## src/rtl/spn64_pkg.sv

```systemverilog
package spn64_pkg;

  typedef enum logic [1:0] {
    ST_IDLE = 2'd0,
    ST_ARMED = 2'd1,
    ST_RUN = 2'd2
  } ctl_st_t;

  function automatic logic [3:0] sbox4(input logic [3:0] x);
    logic [3:0] y;
    case (x)
      4'h0: y = 4'hC;  4'h1: y = 4'h5;  4'h2: y = 4'h6;  4'h3: y = 4'hB;
      4'h4: y = 4'h9;  4'h5: y = 4'h0;  4'h6: y = 4'hA;  4'h7: y = 4'hD;
      4'h8: y = 4'h3;  4'h9: y = 4'hE;  4'hA: y = 4'hF;  4'hB: y = 4'h8;
      4'hC: y = 4'h4;  4'hD: y = 4'h7;  4'hE: y = 4'h1;  default: y = 4'h2;
    endcase
    return y;
  endfunction

endpackage

```

## src/rtl/spn64_round.sv

```systemverilog
module spn64_round #(
  parameter int BLK_W = 64
) (
  input  logic [BLK_W-1:0] state_i,
  input  logic [BLK_W-1:0] rkey_i,
  output logic [BLK_W-1:0] state_o
);
  localparam int NIBS = BLK_W / 4;
  localparam int MODV = BLK_W - 1;

  logic [BLK_W-1:0] mixed;
  logic [BLK_W-1:0] subst;

  assign mixed = state_i ^ rkey_i;

  for (genvar n = 0; n < NIBS; n++) begin : g_sbox
    assign subst[4*n +: 4] = spn64_pkg::sbox4(mixed[4*n +: 4]);
  end

  for (genvar b = 0; b < BLK_W - 1; b++) begin : g_perm
    localparam int DST = (b * NIBS) % MODV;
    assign state_o[DST] = subst[b];
  end
  assign state_o[BLK_W-1] = subst[BLK_W-1];

endmodule

```

## src/rtl/spn64_keysched.sv

```systemverilog
module spn64_keysched #(
  parameter int KEY_W   = 80,
  parameter int ROT     = 61,
  parameter int CNT_W   = 5,
  parameter int CNT_LSB = 15
) (
  input  logic [KEY_W-1:0] key_i,
  input  logic [CNT_W-1:0] rnd_i,
  output logic [KEY_W-1:0] key_o
);
  localparam int LOW_W = KEY_W - ROT;

  logic [KEY_W-1:0] rotated;

  assign rotated = {key_i[LOW_W-1:0], key_i[KEY_W-1:LOW_W]};

  always_comb begin
    key_o = rotated;
    key_o[KEY_W-1 -: 4] = spn64_pkg::sbox4(rotated[KEY_W-1 -: 4]);
    key_o[CNT_LSB +: CNT_W] = rotated[CNT_LSB +: CNT_W] ^ rnd_i;
  end

endmodule

```

## src/rtl/spn64_ctrl.sv

```systemverilog
module spn64_ctrl
  import spn64_pkg::*;
#(
  parameter int ROUNDS = 31,
  parameter int CNT_W  = 5
) (
  input  logic             clk,
  input  logic             rst_n,
  input  logic             key_strobe,
  input  logic             text_strobe,
  output ctl_st_t          st_o,
  output logic [CNT_W-1:0] rnd_o,
  output logic             load_key_o,
  output logic             start_o,
  output logic             step_o,
  output logic             finish_o
);
  localparam logic [CNT_W-1:0] RND_FIRST = CNT_W'(1);
  localparam logic [CNT_W-1:0] RND_LAST  = CNT_W'(ROUNDS);

  ctl_st_t          st_q, st_d;
  logic [CNT_W-1:0] rnd_q, rnd_d;

  always_comb begin
    load_key_o = 1'b0;
    start_o    = 1'b0;
    step_o     = 1'b0;
    finish_o   = 1'b0;
    st_d       = st_q;
    rnd_d      = rnd_q;
    case (st_q)
      ST_IDLE: begin
        if (key_strobe) begin
          load_key_o = 1'b1;
          st_d       = ST_ARMED;
        end
      end
      ST_ARMED: begin
        if (text_strobe) begin
          start_o = 1'b1;
          rnd_d   = rnd_q + CNT_W'(1);
          st_d    = ST_RUN;
        end else if (key_strobe) begin
          load_key_o = 1'b1;
        end
      end
      ST_RUN: begin
        step_o = 1'b1;
        if (rnd_q == RND_LAST) begin
          finish_o = 1'b1;
          rnd_d    = RND_FIRST;
          st_d     = ST_IDLE;
        end else begin
          rnd_d = rnd_q + CNT_W'(1);
        end
      end
      default: begin
        st_d  = ST_IDLE;
        rnd_d = RND_FIRST;
      end
    endcase
  end

  always_ff @(posedge clk or negedge rst_n) begin
    if (!rst_n) begin
      st_q  <= ST_IDLE;
      rnd_q <= RND_FIRST;
    end else begin
      st_q  <= st_d;
      rnd_q <= rnd_d;
    end
  end

  assign st_o  = st_q;
  assign rnd_o = rnd_q;

endmodule

```

## src/rtl/spn64_enc.sv

```systemverilog
module spn64_enc
  import spn64_pkg::*;
#(
  parameter int BLK_W  = 64,
  parameter int KEY_W  = 80,
  parameter int ROUNDS = 31
) (
  input  logic             clk,
  input  logic             rst_n,
  input  logic [KEY_W-1:0] key_in,
  input  logic             key_strobe,
  input  logic [BLK_W-1:0] text_in,
  input  logic             text_strobe,
  output logic [BLK_W-1:0] ct_out,
  output logic             ct_valid
);
  localparam int CNT_W = $clog2(ROUNDS + 1);

  logic [1:0]       rst_pipe;
  logic             rst_int_n;
  ctl_st_t          st;
  logic [CNT_W-1:0] rnd;
  logic             load_key, start, step, finish;
  logic [BLK_W-1:0] state_q, round_in, round_out;
  logic [KEY_W-1:0] key_q, key_nxt;
  logic [BLK_W-1:0] ct_q;
  logic             vld_q;

  // reset: asserted at once, released after two clock edges
  always_ff @(posedge clk or negedge rst_n) begin
    if (!rst_n) rst_pipe <= 2'b00;
    else        rst_pipe <= {rst_pipe[0], 1'b1};
  end
  assign rst_int_n = rst_pipe[1];

  spn64_ctrl #(.ROUNDS(ROUNDS), .CNT_W(CNT_W)) u_ctrl (
    .clk         (clk),
    .rst_n       (rst_int_n),
    .key_strobe  (key_strobe),
    .text_strobe (text_strobe),
    .st_o        (st),
    .rnd_o       (rnd),
    .load_key_o  (load_key),
    .start_o     (start),
    .step_o      (step),
    .finish_o    (finish)
  );

  // first round reads the plaintext port, later rounds the state register
  assign round_in = start ? text_in : state_q;

  spn64_round #(.BLK_W(BLK_W)) u_round (
    .state_i (round_in),
    .rkey_i  (key_q[KEY_W-1 -: BLK_W]),
    .state_o (round_out)
  );

  spn64_keysched #(.KEY_W(KEY_W), .ROT(61), .CNT_W(CNT_W), .CNT_LSB(15)) u_ksch (
    .key_i (key_q),
    .rnd_i (rnd),
    .key_o (key_nxt)
  );

  always_ff @(posedge clk or negedge rst_int_n) begin
    if (!rst_int_n) begin
      state_q <= '0;
    end else if (start || step) begin
      state_q <= round_out;
    end
  end

  always_ff @(posedge clk or negedge rst_int_n) begin
    if (!rst_int_n) begin
      key_q <= '0;
    end else if (load_key) begin
      key_q <= key_in;
    end else if (start || step) begin
      key_q <= key_nxt;
    end
  end

  always_ff @(posedge clk or negedge rst_int_n) begin
    if (!rst_int_n) begin
      ct_q  <= '0;
      vld_q <= 1'b0;
    end else begin
      vld_q <= finish;
      if (finish) ct_q <= round_out ^ key_nxt[KEY_W-1 -: BLK_W];
    end
  end

  assign ct_out   = ct_q;
  assign ct_valid = vld_q;

endmodule

```

## config.mk

```make
export PLATFORM = sky130hd
export DESIGN_NAME = spn64_enc
export DESIGN_NICKNAME = d
export VERILOG_FILES = /design/src/rtl/spn64_pkg.sv /design/src/rtl/spn64_round.sv /design/src/rtl/spn64_keysched.sv /design/src/rtl/spn64_ctrl.sv /design/src/rtl/spn64_enc.sv
export SDC_FILE = /design/constraint.sdc
export NUM_CORES = 1
export LEC_CHECK = 0
export BUFFER_PORTS_ARGS = -buffer_cell sky130_fd_sc_hd__buf_2
export CORE_AREA = 8 8 175 177
export CTS_BUF_LIST = sky130_fd_sc_hd__clkbuf_8
export DETAILED_ROUTE_END_ITERATION = 16
export DIE_AREA = 0 0 183 185
export PLACE_DENSITY = 0.84
export SLEW_MARGIN = 20
export SYNTH_ARGS = -nofsm -noshare
export SYNTH_HDL_FRONTEND = slang
export SYNTH_SLANG_ARGS = --single-unit
```

## constraint.sdc

```tcl
create_clock -name clk -period 11.1 [get_ports clk]
set_clock_uncertainty 0.15 [all_clocks]
set_input_delay 1.11 -clock clk [delete_from_list [all_inputs] [get_ports clk]]
set_output_delay 1.11 -clock clk [all_outputs]
set_load 0.005 [all_outputs]
```

Yosys cells after proc, flatten, opt, wreduce, memory -nomap -nowiden

Memory sizes are Yosys's and may differ from the RTL's.
Index checks and enable logic that the tools add are counted.

Bits in registers: 218
Bits in read-only memories: 1088
Input bits: 148
Output and inout port bits: 65
Word-level logic and storage cells: 58
Memories kept: 17

Add/subtract/negate cells: 1
Equality and inequality tests: 6
Mux-type cells: 18
Bitwise logic cells: 4
Reductions and logical operators: 5

Memory list:

| name             | depth | bits a word | read ports | clocked after memory_dff | write ports | RTL line        | RTL |
|---|---|---|---|---|---|---|---|
| (name not given) | 16    | 4           | 1          | 0                        | 0           | spn64_pkg.sv:11 | `case (x)` |
| (name not given) | 16    | 4           | 1          | 0                        | 0           | spn64_pkg.sv:11 |  |
| (name not given) | 16    | 4           | 1          | 0                        | 0           | spn64_pkg.sv:11 |  |
| (name not given) | 16    | 4           | 1          | 0                        | 0           | spn64_pkg.sv:11 |  |
| (name not given) | 16    | 4           | 1          | 0                        | 0           | spn64_pkg.sv:11 |  |
| (name not given) | 16    | 4           | 1          | 0                        | 0           | spn64_pkg.sv:11 |  |
| 11 more memories | n/a   | n/a         | n/a        | n/a                      | n/a         | n/a             |  |

Operators by type and width:

| operator            | count |
|---|---|
| $mux 80             | 2 |
| $xor 64x64->64      | 2 |
| $mux 64             | 1 |
| $pmux 5 s3          | 1 |
| $mux 5              | 2 |
| $mux 1              | 7 |
| $mux 2              | 3 |
| $pmux 2 s3          | 1 |
| $add 5x1->5 const B | 1 |
| $eq 5x5->1 const B  | 1 |
| $xor 5x5->5         | 1 |
| $ne 2x2->1 const B  | 2 |
| $reduce_and 3->1    | 1 |
| $eq 2x1->1 const B  | 1 |
| $eq 2x2->1 const B  | 1 |
| $logic_not 2->1     | 1 |
| $ne 2x1->1 const B  | 1 |
| $pmux 1 s2          | 1 |
| $reduce_and 2->1    | 1 |
| $reduce_bool 2->1   | 1 |
| $logic_or 1x1->1    | 1 |
| $not 1->1           | 1 |

Depth between registers and ports, before layout

An unclocked memory read counts as a cell.

Depth in word-level cells: 6
Mapped depth: 15

Modules after synthesis

A second synthesis with hierarchy kept.

Cells, all modules: 1401
Area, all modules: 14780.4 sq um

Modules (own cells, without submodules):

| module         | times used | cells each | area an instance (sq um) |
|---|---|---|---|
| spn64_enc      | 1          | 933        | 10425.0 |
| spn64_round    | 1          | 326        | 3093.0 |
| spn64_keysched | 1          | 94         | 762.0 |
| spn64_ctrl     | 1          | 48         | 500.5 |

Worst setup path after synthesis

Ideal clock, no wire load.

Path type: input port to flip-flop
Start point: in text_strobe
End point: reg ct_q[26] (netlist: ct_out[26])
Setup time: 0.082 ns
Arrival time: 3.478 ns
Required time: 10.868 ns
Slack: 7.390 ns
Stages on the path: 12
Buffers on the path: 3
Cell sequence: buf_2 nand2_1 buf_6 buf_6 mux2i_1 xor2_1 inv_1 ha_1 or3_1 o211a_1 or3_1 a31oi_1

Longest elaborated chain between the ends: 6

Ends and longest elaborated chain:

| element              | RTL line          | RTL |
|---|---|---|
| from (decl)          | spn64_enc.sv:13   | `input logic text_strobe,` |
| $mux 1               | spn64_ctrl.sv:39  | `if (text_strobe) begin` |
| $mux 1               | spn64_ctrl.sv:31  | `case (st_q)` |
| $mux 64              | spn64_enc.sv:50   | `assign round_in = start ? text_in : state_q;` |
| $xor 64x64->64       | spn64_round.sv:14 | `assign mixed = state_i ^ rkey_i;` |
| $mem_v2 16x4         | n/a               |  |
| $xor 64x64->64       | spn64_enc.sv:88   | `if (finish) ct_q <= round_out ^ key_nxt[KEY_W-1 -: BLK_W];` |
| to (signal assigned) | spn64_enc.sv:88   |  |
| to (decl)            | spn64_enc.sv:26   | `logic [BLK_W-1:0] ct_q;` |

No other way between the ends.
A chain may end at the register's enable or synchronous reset.

Final worst setup path

Start point: in text_strobe
End point: reg ct_q[60] (netlist: ct_out[60])

The elaborated chain is that of the path after synthesis.

==> metrics <==
DIE WIDTH around 180 µm; CP Max Fanout 36; multi-input combinational cell area 8962 µm²; Setup crit start text_strobe; DP Wirelength ~38000 µm; antenna-violating nets left 0; post-route cell area ~17000 µm²; via count between 10000 and 15000; unrepaired setup endpoints after global routing no; layout cells sized above 1 17.10%; max_cap viols 0; Worst Hold Class reg -> async; Detailed Route Iter0 Violations 1518; # IOs about 210; Worst-path clk slew 0.07 ns; hold buffers post-CTS 0; GRT Total Usage between 20 and 30%; LEAKAGE around 8.1 nW; Ys Warns 0; Final period util 38.77%; Synth cell types 61; post-cts repair resize count 0; cts bufs inserted 40; Slew Limit Fails 0; later-pin clock latency in the skew report 0.55 ns; Gate Count Post-Synth 1780; post-layout util 61.01%; register bit total from synthesis approximately 220; Crit path largest cell delay 0.60 ns; nets@finish 2189; Row Count 62; Critical Path Source Type primary input; Crit Reg-Reg Startpoint u_ctrl.st_o[1]; Worst Path Required 11.35 ns; worst vdd ir 187.3 µV; largest net degree at the start of global routing about 120; clk sink count roughly 220; slowest CP cell buf_4; Worst Tran Pin Value about 1.1 ns; die area 33860 µm²; post-synthesis cell area 14990 µm²; worst-path cell chain buf_2 > buf_4 > nand2_2 > buf_4 > mux2i_1 > xnor2_1 > inv_1 > ha_1 > a2111oi_0 > a31oi_1 > xnor2_1 > o21ai_0; post-synthesis sequential area ratio between 30% and 40%; H-tree depth 2; wire length per cell around 22 µm; Area Growth Syn to Fin 14.30%; Initial Util 53.38%; drt pass-1 iters 5; buffers added on ports 212; Tmin final about 4.3 ns; register area ~5500 µm²; PwrDens 395.5 nW/µm²; fill count 2471; Placed Area approximately 16000 µm²; Post-CTS Setup Inserts 0; core footprint 28080 µm²; final setup fails 0; total negative setup slack 0 ns; drt via density around 6.2; final-report hold violation count 0; RePlAce Congestion 0.9266; Max Freq 232.4 MHz; syn nets slightly above 2000; initial antenna violation count 0; Synth Flop Type dfrtp_1; first-pass GRT wire length ~79000 µm; vias in the first global route 13920; Clock Root Buffer clkbuf_8; Chip Height 185 µm; kind of critical path in -> reg; placed cells 2287; drt drc 0; asr flop ratio synth 100.0%; Power, Total 6.777 mW; outcome complete, no violations; R2R depth 12; number of synthesized flops with an enable pin 0; critical path arrival 4.56 ns; non-filler cells, final 2361; Syn Area/Cell between 8 and 9 µm²; clock buffer depth 3; DRT Wirelength 51150 µm; CTS tree built; # diodes 0; Rel. slew slack 24.48%; remaining global-route overflow 0; crit path capture type flip-flop
layout by cell type (no fill, tap or decap), types with 8 or more instances in the layout:
cell and n:
o21ai_0 84, o31ai_1 36, a21boi_0 26, a21o_1 11, nand4_1 8, dfrtp_1 216, buf_2 212, a211o_1 12
nor3_1 56, and3_1 53, o21a_1 29, nor4_1 8, nand3_1 33, mux2_2 18, nand2_1 260, nor2_1 197
inv_1 59, xor2_1 21, or3_1 40, a21oi_1 75, ha_1 95, a31oi_1 93, buf_4 11, clkbuf_8 52
mux2i_1 50, xnor2_1 47, o211a_1 15, o21ai_1 9, a211oi_1 33
cell usage after synthesis (all sizes together) (36+ instances only):
| cell | number | area (µm²) |
|---|---|---|
| nand2 | 263 | 987.2 |
| dfrtp | 217 | 5430 |
| nor2 | 197 | 739.5 |
| ha | 96 | 1201 |
| a31oi | 93 | 581.8 |
| o21ai | 93 | 465.4 |
| a21oi | 76 | 380.4 |
| clkbuf | 67 | 252.7 |
| nor3 | 58 | 300.3 |
| mux2i | 54 | 555.5 |
| and3 | 53 | 331.6 |
| inv | 49 | 183.9 |
| xnor2 | 48 | 427.9 |
| or3 | 40 | 250.2 |
| a211oi | 36 | 285.3 |
| o31ai | 36 | 270.3 |
metrics by stage:
stage          hold WS, ns  worst slack (ns)
4_1_cts             0.1470             6.939
2_1_floorplan       0.1812             4.427
3_5_place_dp        0.1407             6.392
3_3_place_gp        0.1325             6.394
6_report            0.1298             6.797
5_1_grt             0.1620             6.729
routing by layer:
layer / wire length [µm] / up-vias / share of wire (%) / track usage, %
li1: - / 6673 / - / -
met5: 0 / - / 0 / 0
met1: 21130 / 7066 / 41 / 38.59
met3: 4788 / 128 / 9.4 / 6.630
met4: 2280 / 0 / 4.5 / 13.27
met2: 22950 / 781 / 45 / 46.58
flip-flops by register name, indices dropped and copies added, names as in the netlist:
name          flops
ct_valid          1
ct_out           64
key_q            80
u_ctrl.rnd_o      5
u_ctrl.st_o       2
state_q          64
rst_pipe          2
report_power, final:
| group | total [mW] | internal [mW] | switching [mW] |
|---|---|---|---|
| registers | 1.56 | 1.09 | 0.466 |
| logic | 4.37 | 1.68 | 2.69 |
| clock network | 0.850 | 0.492 | 0.358 |
critical path: cells and delay by family:
family,cells,cell delay [ns]
buffers and inverters,4,1.06
AO/OA/AOI/OAI,3,0.67
XOR/XNOR,2,0.55
multiplexers,1,0.51
AND/OR/NAND/NOR,1,0.40
adder cells (fa/ha/maj),1,0.22
path summary, 6_finish.rpt:
kind                               end  slack (ns)
max                         ct_out[60]        6.80
min                        state_q[35]        0.13
max reg2reg                 ct_out[60]        7.11
min reg2reg                state_q[35]        0.13
max in group asynchronous  state_q[57]        8.67
min in group clk           rst_pipe[1]        0.20
area by class of cell:
| cell class | count | share of cell area (%) |
|---|---|---|
| clock inverters | 22 | 1.022 |
| inverters | 49 | 1.074 |
| flip-flops and latches | 218 | 31.87 |
| well taps | 384 | 2.804 |
| multi-input cells | 1412 | 52.31 |
| repair buffers | 224 | 6.741 |
| clock buffers | 52 | 4.177 |
cells by family (layout without fill, tap and decap cells):
logic type | Yosys count | count (layout) | share of synthesized area (%)
XOR/XNOR | 71 | 71 | 4.299
other | 1 | 1 | 0.02502
flip-flops | 218 | 218 | 36.40
adder cells (fa/ha/maj) | 96 | 96 | 8.013
buffers and inverters | 150 | 347 | 4.065
AND/OR/NAND/NOR | 687 | 687 | 20.31
AO/OA/AOI/OAI | 480 | 480 | 21.23
multiplexers | 77 | 77 | 5.659
Note: power is estimated with default switching activity, not from simulation.
